[src/rtl/qspi_pkg.sv]
// Shared types for the queued SPI master.
// Assumes: nothing beyond IEEE 1800-2017.
package qspi_pkg;

    // Host write targets selected by hw_sel.
    typedef enum logic [1:0] {
        SEL_TX   = 2'd0,
        SEL_CMD  = 2'd1,
        SEL_PTR  = 2'd2,
        SEL_MODE = 2'd3
    } host_sel_e;

    // Sequencer states.
    typedef enum logic [1:0] {
        SQ_IDLE = 2'd0,
        SQ_LOAD = 2'd1,
        SQ_RUN  = 2'd2
    } seq_state_e;

endpackage

[src/rtl/qspi_baud_gen.sv]
// Prescaler: emits one tick per sclk half period while run is high.
// Assumes: baud 0 stops ticking; baud 1 behaves as 2.
module qspi_baud_gen #(
    parameter int BAUD_W = 8
) (
    input  logic              clk,
    input  logic              rst_n,
    input  logic              run,
    input  logic [BAUD_W-1:0] baud,
    output logic              tick
);
    logic [BAUD_W-1:0] cnt;
    logic [BAUD_W-1:0] div;
    logic              off;

    // Effective divider with the lower clamp.
    always_comb begin
        off = (baud == '0);
        div = (baud < BAUD_W'(2)) ? BAUD_W'(2) : baud;
        tick = run && !off && (cnt == div - 1'b1);
    end

    // Half-period counter, cleared when not running.
    always_ff @(posedge clk) begin
        if (!rst_n)            cnt <= '0;
        else if (!run || off)  cnt <= '0;
        else if (tick)         cnt <= '0;
        else                   cnt <= cnt + 1'b1;
    end
endmodule

[src/rtl/qspi_shift_engine.sv]
// Serial engine: runs one transfer of len bits MSB first on go.
// Assumes: go only while inactive; tick spaced at least 2 clocks.
module qspi_shift_engine #(
    parameter int WORD_W = 16,
    parameter int LEN_W  = $clog2(WORD_W + 1)
) (
    input  logic              clk,
    input  logic              rst_n,
    input  logic              go,
    input  logic              tick,
    input  logic              cpol,
    input  logic              cpha,
    input  logic [LEN_W-1:0]  len,
    input  logic [WORD_W-1:0] tx_word,
    input  logic              miso,
    output logic              sclk,
    output logic              mosi,
    output logic              active,
    output logic              fin,
    output logic [WORD_W-1:0] rx_word
);
    localparam int EDGE_W = $clog2(2 * WORD_W);
    localparam int IDX_W  = $clog2(WORD_W);

    logic [EDGE_W-1:0] edge_cnt;
    logic [WORD_W-1:0] tx_sr;
    logic [WORD_W-1:0] rx_sr;
    logic              sclk_q;
    logic [LEN_W-1:0]  msb_idx;
    logic              sample_now;
    logic              shift_now;
    logic              last_edge;

    // Edge classification for the current tick.
    always_comb begin
        msb_idx    = len - 1'b1;
        sample_now = (edge_cnt[0] == cpha);
        shift_now  = (edge_cnt[0] != cpha) && !(cpha && edge_cnt == '0);
        last_edge  = (int'(edge_cnt) == 2 * int'(len) - 1);
    end

    // Shift registers, edge counter and serial clock level.
    always_ff @(posedge clk) begin
        if (!rst_n) begin
            active   <= 1'b0;
            fin      <= 1'b0;
            edge_cnt <= '0;
            tx_sr    <= '0;
            rx_sr    <= '0;
            sclk_q   <= 1'b0;
        end else begin
            fin <= 1'b0;
            if (go) begin
                active   <= 1'b1;
                edge_cnt <= '0;
                tx_sr    <= tx_word;
                rx_sr    <= '0;
                sclk_q   <= cpol;
            end else if (active && tick) begin
                sclk_q   <= ~sclk_q;
                edge_cnt <= edge_cnt + 1'b1;
                if (sample_now) rx_sr <= {rx_sr[WORD_W-2:0], miso};
                if (shift_now)  tx_sr <= tx_sr << 1;
                if (last_edge) begin
                    active <= 1'b0;
                    fin    <= 1'b1;
                end
            end
        end
    end

    assign sclk    = active ? sclk_q : cpol;
    assign mosi    = tx_sr[msb_idx[IDX_W-1:0]];
    assign rx_word = rx_sr;
endmodule

[src/rtl/qspi_sequencer.sv]
// Queue walker: steps slot pointer from first to last, drives chip
// selects, launches transfers and requests receive writes.
// Assumes: fin is a one-cycle pulse after each launched transfer.
module qspi_sequencer
    import qspi_pkg::*;
#(
    parameter int PTR_W = 4,
    parameter int CS_W  = 4
) (
    input  logic             clk,
    input  logic             rst_n,
    input  logic             start,
    input  logic [PTR_W-1:0] first_ptr,
    input  logic [PTR_W-1:0] last_ptr,
    input  logic [CS_W-1:0]  cs_pat,
    input  logic             fin,
    output logic [PTR_W-1:0] ptr,
    output logic             busy,
    output logic             done,
    output logic [CS_W-1:0]  csel,
    output logic             go,
    output logic             rx_we
);
    seq_state_e state;

    // Receive write lands on the cycle the transfer reports completion.
    assign rx_we = (state == SQ_RUN) && fin;

    // Queue state machine.
    always_ff @(posedge clk) begin
        if (!rst_n) begin
            state <= SQ_IDLE;
            ptr   <= '0;
            busy  <= 1'b0;
            done  <= 1'b0;
            csel  <= '1;
            go    <= 1'b0;
        end else begin
            go <= 1'b0;
            case (state)
                SQ_IDLE: if (start) begin
                    ptr   <= first_ptr;
                    busy  <= 1'b1;
                    done  <= 1'b0;
                    state <= SQ_LOAD;
                end
                SQ_LOAD: begin
                    csel  <= cs_pat;
                    go    <= 1'b1;
                    state <= SQ_RUN;
                end
                SQ_RUN: if (fin) begin
                    if (ptr == last_ptr) begin
                        csel  <= '1;
                        busy  <= 1'b0;
                        done  <= 1'b1;
                        state <= SQ_IDLE;
                    end else begin
                        ptr   <= ptr + 1'b1;
                        state <= SQ_LOAD;
                    end
                end
                default: state <= SQ_IDLE;
            endcase
        end
    end
endmodule

[src/rtl/qspi_queue_master.sv]
// Top: host-loaded slot memories, mode register, receive memory, and
// the sequencer, prescaler and shift engine.
// Assumes: DEPTH is a power of two; WORD_W >= 14 so the mode word fits.
module qspi_queue_master
    import qspi_pkg::*;
#(
    parameter int DEPTH  = 16,
    parameter int WORD_W = 16,
    parameter int CS_W   = 4,
    parameter int BAUD_W = 8
) (
    input  logic                     clk,
    input  logic                     rst_n,
    input  logic                     hw_en,
    input  logic [1:0]               hw_sel,
    input  logic [$clog2(DEPTH)-1:0] hw_addr,
    input  logic [WORD_W-1:0]        hw_data,
    input  logic                     start,
    input  logic [$clog2(DEPTH)-1:0] rd_addr,
    output logic [WORD_W-1:0]        rd_data,
    output logic                     busy,
    output logic                     done,
    output logic                     sclk,
    output logic                     mosi,
    input  logic                     miso,
    output logic [CS_W-1:0]          csel
);
    localparam int PTR_W    = $clog2(DEPTH);
    localparam int LEN_W    = $clog2(WORD_W + 1);
    localparam int CODE_W   = 4;
    localparam int LSEL_BIT = 7;
    localparam int CPOL_BIT = BAUD_W;
    localparam int CPHA_BIT = BAUD_W + 1;
    localparam int CODE_LO  = BAUD_W + 2;

    logic [WORD_W-1:0] tx_mem  [DEPTH];
    logic [CS_W-1:0]   cs_mem  [DEPTH];
    logic              lsel_mem[DEPTH];
    logic [WORD_W-1:0] rx_mem  [DEPTH];

    logic [PTR_W-1:0]  first_q, last_q;
    logic [BAUD_W-1:0] mode_baud;
    logic              mode_cpol, mode_cpha;
    logic [CODE_W-1:0] mode_code;

    logic [PTR_W-1:0]  ptr;
    logic              go, fin, rx_we, tick, active;
    logic [LEN_W-1:0]  xfer_len;
    logic [WORD_W-1:0] rx_word;

    // Host writes into slot memories and configuration registers.
    always_ff @(posedge clk) begin
        if (!rst_n) begin
            for (int i = 0; i < DEPTH; i++) begin
                tx_mem[i]   <= '0;
                cs_mem[i]   <= '1;
                lsel_mem[i] <= 1'b0;
            end
            first_q   <= '0;
            last_q    <= '0;
            mode_baud <= '0;
            mode_cpol <= 1'b0;
            mode_cpha <= 1'b0;
            mode_code <= '0;
        end else if (hw_en) begin
            case (host_sel_e'(hw_sel))
                SEL_TX:  tx_mem[hw_addr] <= hw_data;
                SEL_CMD: begin
                    cs_mem[hw_addr]   <= hw_data[CS_W-1:0];
                    lsel_mem[hw_addr] <= hw_data[LSEL_BIT];
                end
                SEL_PTR: begin
                    first_q <= hw_data[PTR_W-1:0];
                    last_q  <= hw_data[2*PTR_W-1:PTR_W];
                end
                SEL_MODE: begin
                    mode_baud <= hw_data[BAUD_W-1:0];
                    mode_cpol <= hw_data[CPOL_BIT];
                    mode_cpha <= hw_data[CPHA_BIT];
                    mode_code <= hw_data[CODE_LO +: CODE_W];
                end
                default: ;
            endcase
        end
    end

    // Transfer length for the current slot.
    always_comb begin
        if (!lsel_mem[ptr])          xfer_len = LEN_W'(8);
        else if (mode_code[CODE_W-1]) xfer_len = LEN_W'(mode_code);
        else                          xfer_len = LEN_W'(WORD_W);
    end

    // Receive memory write at the slot index.
    always_ff @(posedge clk) begin
        if (!rst_n) begin
            for (int i = 0; i < DEPTH; i++) rx_mem[i] <= '0;
        end else if (rx_we) begin
            rx_mem[ptr] <= rx_word;
        end
    end

    assign rd_data = rx_mem[rd_addr];

    qspi_sequencer #(.PTR_W(PTR_W), .CS_W(CS_W)) u_seq (
        .clk(clk), .rst_n(rst_n), .start(start),
        .first_ptr(first_q), .last_ptr(last_q), .cs_pat(cs_mem[ptr]),
        .fin(fin), .ptr(ptr), .busy(busy), .done(done), .csel(csel),
        .go(go), .rx_we(rx_we)
    );

    qspi_baud_gen #(.BAUD_W(BAUD_W)) u_baud (
        .clk(clk), .rst_n(rst_n), .run(active), .baud(mode_baud), .tick(tick)
    );

    qspi_shift_engine #(.WORD_W(WORD_W), .LEN_W(LEN_W)) u_shift (
        .clk(clk), .rst_n(rst_n), .go(go), .tick(tick),
        .cpol(mode_cpol), .cpha(mode_cpha), .len(xfer_len),
        .tx_word(tx_mem[ptr]), .miso(miso), .sclk(sclk), .mosi(mosi),
        .active(active), .fin(fin), .rx_word(rx_word)
    );
endmodule

[config.mk]
export PLATFORM = sky130hd
export DESIGN_NAME = qspi_queue_master
export DESIGN_NICKNAME = d
export VERILOG_FILES = /design/src/rtl/qspi_pkg.sv /design/src/rtl/qspi_baud_gen.sv /design/src/rtl/qspi_shift_engine.sv /design/src/rtl/qspi_sequencer.sv /design/src/rtl/qspi_queue_master.sv
export SDC_FILE = /design/constraint.sdc
export NUM_CORES = 1
export LEC_CHECK = 0
export CORE_MARGIN = 2
export CORE_UTILIZATION = 69
export DETAILED_ROUTE_END_ITERATION = 10
export DONT_BUFFER_PORTS = 1
export PLACE_DENSITY_LB_ADDON = 0.12
export SLEW_MARGIN = 20
export SYNTH_ARGS = -nofsm -noshare
export SYNTH_HDL_FRONTEND = slang
export SYNTH_HIERARCHICAL = 1
export SYNTH_SLANG_ARGS = --single-unit
export TNS_END_PERCENT = 100
[constraint.sdc]
create_clock -name clk -period 8.1 [get_ports clk]
set_input_delay 0.81 -clock clk [delete_from_list [all_inputs] [get_ports clk]]
set_output_delay 0.81 -clock clk [all_outputs]
set_load 0.02 [all_outputs]
==> metrics.yaml, run 1 <==
clock_network:
  cts_tree: "built"
  clk_path_buf_depth: 3
  cts_root_buffer: "clkbuf_16"
  worstSkewPairLatency_ns: 0.60
  ctsHoldBuffers: 0
  numCtsBuffers: 68
  clock-sinks: 675
  cts_max_level: 3
  post-cts-setup-buffer-count: 0
  cts_resized: 0
  path_clk_slew_ns: 0.07
global_route:
  overflow: 0
  gr-usage-all-layers: 0.3054
  grt_pass1_wl_microns: 106700
  grt_start_max_net_pins: 124
  grt_pass1_vias: 18020
  antenna_found_initial: 0
cells_and_area:
  nNetsFinal: 2183
  filler_cell_count: 2770
  drive_above_1_share: 0.1737
  antenna_cells: 0
  area_growth_pct: 8.009
  utilization: 0.7530
synthesis:
  ys_seq_area_frac: 0.6106
  ys_types: 79
  netlist_top_cells_area: "edfxtp_1 55%, mux4_2 11%, and2_1 10%"
  yosys.area.top_type: "edfxtp_1"
  syn_area_sq_um: 31570
  synth.net_count: 2252
  synth_flop_cell: "edfxtp_1"
  avgSynthCellArea_sq_um: 14.25
  synth-seq-cells: 675
  synth_warnings: 6
  synth_top_cells_by_count: "576 x edfxtp_1, 507 x and2_1, 152 x mux4_2"
  yosysTopAreaCellShare: 0.5479
  synth_edf_count: 576
  synthCells: 2215
  synthArstFlopShare: 0
  yosysMostFrequentCell: "edfxtp_1"
setup_path:
  crit_type: "flip-flop to primary output"
  critPathTopFamily: "compound AO/OA/AOI/OAI gates"
  cp_slowest_cell: "dfxtp_4"
  crit_fanout: 56
  cp-end-kind: "primary output"
  cp.arrival_ns: 4.57
  critPathMaxStageDelay_ns: 0.89
  worstPathRequired_ns: 7.29
  path_buf_inv: 1
  r2r_start: "mode_baud[2]"
  crit_chain: "mux2i_1 -> mux4_2 -> o22ai_1 -> inv_1 -> ha_1 -> xnor2_1 -> mux4_2 -> mux2i_1 -> a21oi_1"
  start_kind: "flip-flop"
  crit_start: "u_seq/ptr[1]"
hold_path:
  hp-start: "rst_n"
  hold_path.class: "input port to flip-flop"
floorplanning:
  dieArea_sq_um: 47480
  rows: 78
  chipHeight_microns: 217.9
  io_pins: 55
  start_util: 0.6972
  die_w_microns: 217.9
  core_sq_um: 45280
sta:
  fmax_mhz: 186.0
  finalHoldViolations: 0
  finalSetupViolCount: 0
  period_minus_slack_ns: 5.375
  relSlewSlack: 0.2553
  post-route-period-util: 0.6636
  finalSetupTns_ns: 0
  tightest_slew_ns: 1.113
  skew_ns: 0.02123
  worst_slack_ns: 2.725
  rsz0062_at_grt: "no"
  fin_hold_ws_ns: 0.3093
  drv_slew: 0
detailed_routing:
  drt-pass1-iter-count: 6
  drtIter0Drc: 1927
  finalWirelength_microns: 70300
  wl_per_cell_microns: 25.12
  vias: 17850
  route.detailed.vias_per_inst: 6.377
  ant_nets: 0
  drc: 0
placement:
  pre_cts_ws_ns: 3.264
  gp_congestion: 0.8598
  dp_hpwl_microns: 43430
  portBuffers: 0
pwr:
  vdd_drop_max_v: 0.0001904
  leakagePower_nw: 11.71
  p_per_area_nw_per_um2: 224.7
  p_total_mw: 7.663
status:
  status: "finished, final reports clean"
run:
  max_cap_violations: 0
power breakdown:
group          internal, mW  switching, mW  total, mW
clock network          1.99           1.30       3.29
registers              3.92         0.0584       3.98
logic                 0.161          0.229      0.390
sequential cells by signal (all words and copies together), names as in the netlist, 2 cells and up:
signal,count
u_seq/csel,4
rx_mem,256
u_shift/rx_word,16
first_q,4
cs_mem,64
u_baud/cnt,8
u_seq/state,2
u_shift/edge_cnt,5
u_shift/tx_sr,16
tx_mem,256
mode_code,4
lsel_mem,16
mode_baud,8
u_seq/ptr,4
last_q,4
cell usage in the layout (no fill, tap or decap), types with 18 or more instances in the layout:
cell / synthesis / routed
nor2_1: 66 / 65
dfxtp_1: 99 / 97
nor3_4: 18 / 18
nand2_1: 109 / 109
clkbuf_16: 0 / 73
edfxtp_1: 576 / 576
nor2b_1: 19 / 19
mux4_2: 152 / 152
o21ai_0: 32 / 20
a22oi_1: 74 / 74
mux2i_1: 50 / 50
nor4_1: 30 / 30
nand2b_1: 90 / 90
buf_4: 5 / 32
and2_1: 507 / 507
clkinv_2: 0 / 18
metrics by stage:
stage,cell area (sq um),instances
2_1_floorplan,31570,2215
3_3_place_gp,31750,2676
3_5_place_dp,31750,2676
4_1_cts,34100,2799
5_1_grt,34100,2799
6_report,34100,2799
area by class of cell:
cell class	count	area, sq um	share of cell area
flip-flops and latches	675	19290	0.5656
multi-input cells	1358	11430	0.3353
clock buffers	91	1966	0.05764
well taps	600	750.7	0.02202
clock inverters	32	384.1	0.01126
repair buffers	32	240.2	0.007045
inverters	11	41.29	0.001211
routing by layer:
layer	routed length, microns	part of all wire	track usage	vias to the layer above
met5	0	0	0	-
met4	2701	0.038	0.1306	0
met3	4862	0.069	0.04812	121
met2	36290	0.52	0.5187	692
met1	26440	0.38	0.3947	9011
li1	-	-	-	8026
logic make-up (layout without fill, tap and decap cells):
| logic type | Yosys count | after routing | synth area share |
|---|---|---|---|
| AND/OR/NAND/NOR | 927 | 927 | 0.1819 |
| flip-flops | 675 | 675 | 0.6106 |
| multiplexers | 212 | 212 | 0.1278 |
| AO/OA/AOI/OAI | 184 | 184 | 0.04189 |
| buffers and inverters | 182 | 166 | 0.02734 |
| XOR/XNOR | 29 | 29 | 0.008045 |
| adder cells (fa/ha/maj) | 6 | 6 | 0.002378 |
worst paths after layout:
check / end / slack, ns / cells after the start
min: u_seq/csel[1] / 0.31 / 1
max: mosi / 2.72 / 9
max reg2reg: u_shift/rx_word[14] / 3.73 / 13
min reg2reg: lsel_mem[13] / 0.47 / 2
Note: power is estimated with default switching activity, not from simulation.
==> run 2, diff against run 1 <==
--- a/config.mk
+++ b/config.mk
@@ -6,7 +6,7 @@
 export NUM_CORES = 1
 export LEC_CHECK = 0
 export CORE_MARGIN = 2
-export CORE_UTILIZATION = 69
+export CORE_UTILIZATION = 64
 export DETAILED_ROUTE_END_ITERATION = 10
 export DONT_BUFFER_PORTS = 1
 export PLACE_DENSITY_LB_ADDON = 0.12
==> constraint.sdc (replaced) <==
create_clock -name clk -period 5 [get_ports clk]
set_input_delay 0.5 -clock clk [delete_from_list [all_inputs] [get_ports clk]]
set_output_delay 0.5 -clock clk [all_outputs]
set_load 0.02 [all_outputs]
==> run 2 against run 1 <==
  * Sequential share of layout area increased by 0.20 points
  * Cell count increased by 2.4%
  * Core utilization shrank 5.7 points
  * Critical path depth is 1 lower
  * Clock-buffer cell count rose by 8
  * Via count up 0.25%
  * Combinational power rose by 62%
  * Highest routed layer unchanged
==> metrics.yaml, run 2 (synthesis gave the netlist of run 1 again) <==
setup_path:
  worstPathRequired_ns: 4.50  # -2.79 ns
  crit_type: "flip-flop to primary output"
  crit_chain: "buf_4 -> mux2_2 -> mux4_2 -> a22oi_1 -> xnor2_1 -> a211oi_1 -> a21oi_1 -> buf_4"
  reg2reg_slack_ns: 1.05  # -2.68 ns
  cp.arrival_ns: 4.12  # -0.45 ns
  cp_slowest_cell: "dfxtp_4"
  path_buf_inv: 2  # +1
  cpMostUsedCell: "buf_4"
  critPathTopFamily: "multiplexers"
  critPathMaxStageDelay_ns: 0.70  # -0.19 ns
  start_kind: "flip-flop"
  crit_fanout: 42  # -25%
  cp-end-kind: "primary output"
clock_network:
  cts_tree: "built"
  cts_root_buffer: "clkbuf_16"
  numCtsBuffers: 69  # +1.5%
  clock-sinks: 675  # unchanged
  path_clk_slew_ns: 0.06  # about the same
  worstSkewPairLatency_ns: 0.61  # about the same
  clk_path_buf_depth: 3  # unchanged
  cts_resized: 0  # unchanged
  cts_max_level: 3  # unchanged
sta:
  tightest_slew_ns: 1.101  # -0.01234 ns
  post-route-period-util: 0.9234
  skew_ns: 0.01795  # -0.003288 ns
  finalSetupViolCount: 0  # unchanged
  finalHoldViolations: 0  # unchanged
  drv_slew: 0  # unchanged
  relSlewSlack: 0.2635  # +0.008254
  finalSetupTns_ns: 0  # unchanged
  rsz0062_at_grt: "no"
  fmax_mhz: 216.6
  period_minus_slack_ns: 4.617
detailed_routing:
  met1Wirelength_microns: 28450  # +7.6%
  wl_per_cell_microns: 25.00  # -0.44%
  drc: 0  # unchanged
  finalWirelength_microns: 71660  # +1.9%
  wl_met2_microns: 36560  # +0.75%
  ant_nets: 0  # unchanged
  drtIter0Drc: 1606  # -17%
  vias: 17890  # +0.25%
  drt-pass1-iter-count: 5  # -1
  top_layer: "met4"
  met3_length_microns: 4894  # +0.66%
  route.detailed.vias_per_inst: 6.244  # -2.1%
run:
  max_cap_violations: 0  # unchanged
pwr:
  vdd_drop_max_v: 0.0003153  # +66%
  leakagePower_nw: 11.60  # -0.93%
  p_per_area_nw_per_um2: 352.7  # +57%
  p_total_mw: 11.99  # +56%
cells_and_area:
  filler_cell_count: 3338  # +21%
  antenna_cells: 0  # unchanged
  final_cell_mix: "576 x edfxtp_1, 507 x and2_1, 152 x mux4_2"
  stdcell_area_sq_um: 33980  # -0.35%
  drive_above_1_share: 0.1671  # -0.006595
  nNetsFinal: 2190  # +0.32%
  top_regs: "rx_mem (256), tx_mem (256), cs_mem (64)"
  area_growth_pct: 7.633
  final_common_cell: "edfxtp_1"
placement:
  gp_congestion: 0.8490  # -1.3%
  dp_hpwl_microns: 43960  # +1.2%
  portBuffers: 0  # unchanged
  dpl_cell_area_sq_um: 31870  # +0.37%
floorplanning:
  rows: 81  # +3.8%
  chipHeight_microns: 226.1  # +3.8%
  core_sq_um: 48850  # +7.9%
  dieArea_sq_um: 51120  # +7.7%
  start_util: 0.6463  # -0.05089
  io_pins: 55  # unchanged
  die_w_microns: 226.1  # +3.8%
global_route:
  gr-usage-all-layers: 0.2879  # -0.01749
  overflow: 0  # unchanged
  grt_start_max_net_pins: 121  # -2.4%
  grt_pass1_wl_microns: 107500  # +0.72%
  grt_pass1_vias: 17740  # -1.5%
  antenna_found_initial: 1  # +1
status:
  status: "finished, final reports clean"
hold_path:
  hold_path.class: "input port to flip-flop"
-- run 2: worst paths after layout --
check                                           end          from  cells past startpoint
worst max-delay path                           mosi  u_seq/ptr[1]                      8
worst min-delay path                   mode_baud[2]    hw_data[2]                      2
worst max register to register  u_shift/rx_word[15]  mode_baud[2]                     14
worst min register to register          lsel_mem[8]   lsel_mem[8]                      2
-- run 2: what timing repair did --
item,4_1_cts,5_1_grt
buffers inserted,0,0
hold buffers,1,0
endpoints found under the hold margin,4,0
setup endpoints to repair,0,0
-- run 2: layout make-up --
cell class / instances / area [sq um] / area share
tap: 664 / 830.8 / 0.02445
sequential: 675 / 19290 / 0.5675
inverter: 11 / 41.29 / 0.001215
clock buffer: 99 / 1924 / 0.05663
clock inverter: 21 / 178.9 / 0.005265
multi-input combinational: 1358 / 11430 / 0.3364
timing repair buffer: 38 / 287.8 / 0.008469
-- run 2: power by group --
group          leakage, nW  internal, mW  switching [mW]  total [mW]
registers             6.31          6.36          0.0962        6.45
logic                 4.26         0.262           0.370       0.632
clock network         1.03          2.83            2.07        4.90
total                 11.6          9.45            2.54        12.0
-- run 2: metal layers --
metal	global-route usage	up-vias
li1	-	8050
met1	0.3827	9084
met2	0.4894	654
met3	0.04645	106
met4	0.09423	0
met5	0	-
-- run 2: per-stage QoR --
| stage | worst slack, ns | hold WS [ns] | utilization | cells |
|---|---|---|---|---|
| 4_1_cts | 0.3127 | 0.01141 | 0.6956 | 2866 |
| 6_report | 0.3830 | 0.04201 | 0.6956 | 2866 |
| 5_1_grt | 0.2631 | 0.03759 | 0.6956 | 2866 |
| 3_5_place_dp | 0.9509 | 0.4646 | 0.6523 | 2745 |
| 3_3_place_gp | 0.9814 | 0.4628 | 0.6523 | 2745 |
| 2_1_floorplan | 1.460 | 0.4439 | - | 2215 |
==> run 3, diff against run 2 <==
--- a/config.mk
+++ b/config.mk
@@ -6,7 +6,7 @@
 export NUM_CORES = 1
 export LEC_CHECK = 0
 export CORE_MARGIN = 2
-export CORE_UTILIZATION = 64
+export CORE_UTILIZATION = 45
 export DETAILED_ROUTE_END_ITERATION = 10
 export DONT_BUFFER_PORTS = 1
 export PLACE_DENSITY_LB_ADDON = 0.12
==> run 3 against run 2 <==
  * Hold slack better by 0.010 ns
  * Global-route usage down 6.5 points
  * Clock-buffer cell count up 7
  * Critical path type unchanged
  * Highest routed layer is now met5
==> metrics.yaml, run 3 (synthesis gave the netlist of run 1 again) <==
cells_and_area:
  filler_cell_count: 5977  # +79%
  multi_input_area_sq_um: 11460  # +0.24%
  nNetsFinal: 2199  # +0.41%
  drive_above_1_share: 0.1725  # +0.005418
  regArea_sq_um: 19290  # about the same
  antenna_cells: 0  # unchanged
  area_growth_pct: 9.095
  top_regs: "rx_mem (256), tx_mem (256), cs_mem (64)"
  fin_cells: 3154  # +10%
  final_cell_mix: "576 x edfxtp_1, 506 x and2_1, 152 x mux4_2"
  final_common_cell: "edfxtp_1"
pwr:
  p_per_area_nw_per_um2: 351.7  # -0.29%
  vdd_drop_max_v: 0.0002463  # -22%
  leakagePower_nw: 11.65  # +0.38%
sta:
  fmax_mhz: 224.6  # +3.7%
  skew_ns: 0.02056  # +0.002615 ns
  finalSetupTns_ns: 0  # unchanged
  relSlewSlack: 0.2510  # -0.01253
  period_minus_slack_ns: 4.452  # -0.1647 ns
  finalHoldViolations: 0  # unchanged
  tightest_slew_ns: 1.119  # +0.01872 ns
  finalSetupViolCount: 0  # unchanged
  rsz0062_at_grt: "no"
  post-route-period-util: 0.8905  # -0.03295
  drv_slew: 0  # unchanged
run:
  max_cap_violations: 0  # unchanged
detailed_routing:
  drc: 0  # unchanged
  drt-pass1-iter-count: 8  # +3
  ant_nets: 0  # unchanged
  vias: 17530  # -2.0%
  wl_per_cell_microns: 24.93  # -0.28%
  route.detailed.vias_per_inst: 5.559  # -11%
  finalWirelength_microns: 78640  # +9.7%
  drtIter0Drc: 1383  # -14%
setup_path:
  cp.arrival_ns: 3.95  # -0.17 ns
  crit_path_end: "mosi"
  ff2ff_path_depth: 14  # unchanged
  regToRegEndpoint: "u_shift/rx_word[13]"
  worstPathRequired_ns: 4.50  # about the same
  crit_fanout: 28  # -33%
  reg2reg_slack_ns: 1.01  # -0.04 ns
  cp-end-kind: "primary output"
  r2r_start: "mode_baud[2]"
  crit_type: "flip-flop to primary output"
  start_kind: "flip-flop"
  crit_start: "u_seq/ptr[0]"
placement:
  portBuffers: 0  # unchanged
  gp_congestion: 0.7693  # -9.4%
  dp_cells: 3026  # +10%
  dp_hpwl_microns: 48320  # +9.9%
global_route:
  grt_start_max_net_pins: 124  # +2.5%
  overflow: 0  # unchanged
  grt_pass1_vias: 18000  # +1.5%
  antenna_found_initial: 2  # +1
  gr-usage-all-layers: 0.2230  # -0.06489
  grt_pass1_wl_microns: 117900  # +9.7%
clock_network:
  cts_resized: 0  # unchanged
  cts_max_level: 3  # unchanged
  cts_root_buffer: "clkbuf_16"
  numCtsBuffers: 74  # +7.2%
  clock-sinks: 675  # unchanged
  clk_path_buf_depth: 3  # unchanged
  ctsHoldBuffers: 0  # -1
  path_clk_slew_ns: 0.06  # about the same
  worstSkewPairLatency_ns: 0.61  # about the same
  cts_tree: "built"
  post-cts-setup-buffer-count: 0  # unchanged
status:
  status: "finished, final reports clean"
floorplanning:
  dieArea_sq_um: 72290  # +41%
  core_sq_um: 69790  # +43%
  die_w_microns: 268.9  # +19%
  rows: 97  # +20%
  start_util: 0.4524  # -0.1939
  chipHeight_microns: 268.9  # +19%
  io_pins: 55  # unchanged
hold_path:
  hold_path.class: "input port to flip-flop"
## run 3: cell count changes in the layout (fill, tap and decap cells not counted), moves of 3 or more
cell	delta
bufinv_16	-3
clkinv_1	+8
nor2_1	-7
clkinv_2	-7
clkbuf_8	+4
buf_4	+5
nor2_2	+7
clkbuf_16	+3
## run 3: layer usage
layer  track usage  vias to the layer above  wire length, microns
li1              -                     8067                     -
met1        0.2872                     8918                 32480
met2        0.3903                      435                 40550
met3       0.03306                      110                  3564
met4       0.06727                        2                  2039
met5             0                        -                    12
## run 3: per-stage QoR
step	area (sq um)	worst slack, ns	power (mW)	hold WS (ns)	utilization
CTS	34420	0.4906	12.24	0.01279	0.4932
global route	34440	0.3139	12.50	0.04674	0.4936
detailed placement	32250	1.099	7.230	0.4695	0.4622
finish	34440	0.5477	12.11	0.05244	0.4936
global placement	32250	1.249	7.209	0.4638	0.4621
floorplan	31570	1.460	7.056	0.4439	-
## run 3: worst min-delay path by stage
| stage | start | endpoint | slack (ns) | depth (start not counted) |
|---|---|---|---|---|
| after floorplan | lsel_mem[10] | lsel_mem[10] | 0.44 | 2 |
| after global placement | mode_cpol | mode_cpol | 0.46 | 2 |
| after detailed placement | lsel_mem[11] | lsel_mem[11] | 0.47 | 2 |
| after CTS | hw_data[12] | mode_code[2] | 0.01 | 2 |
| after global routing | hw_data[12] | mode_code[2] | 0.05 | 2 |
| final | hw_data[8] | mode_cpol | 0.05 | 2 |
## run 3: layout make-up
type                       count  area share
inverter                      11    0.001199
clock buffer                 106     0.05965
timing repair buffer          42    0.009154
sequential                   675      0.5600
tap                          940     0.03415
multi-input combinational   1358      0.3327
clock inverter                22    0.003160
## run 3: power by group
part / internal (mW) / switching [mW]
sequential: 6.36 / 0.0961
clock: 2.85 / 2.16
combinational: 0.264 / 0.387
total: 9.47 / 2.65
## run 3: worst max-delay path: stages (launching register included)
cell and delay (ns):
dfxtp_4 0.66, mux4_2 0.60, o22ai_1 0.20, buf_4 0.19
inv_1 0.10, ha_1 0.27, xnor2_1 0.34, mux4_2 0.26
mux2i_1 0.07, a21oi_1 0.42, buf_4 0.23
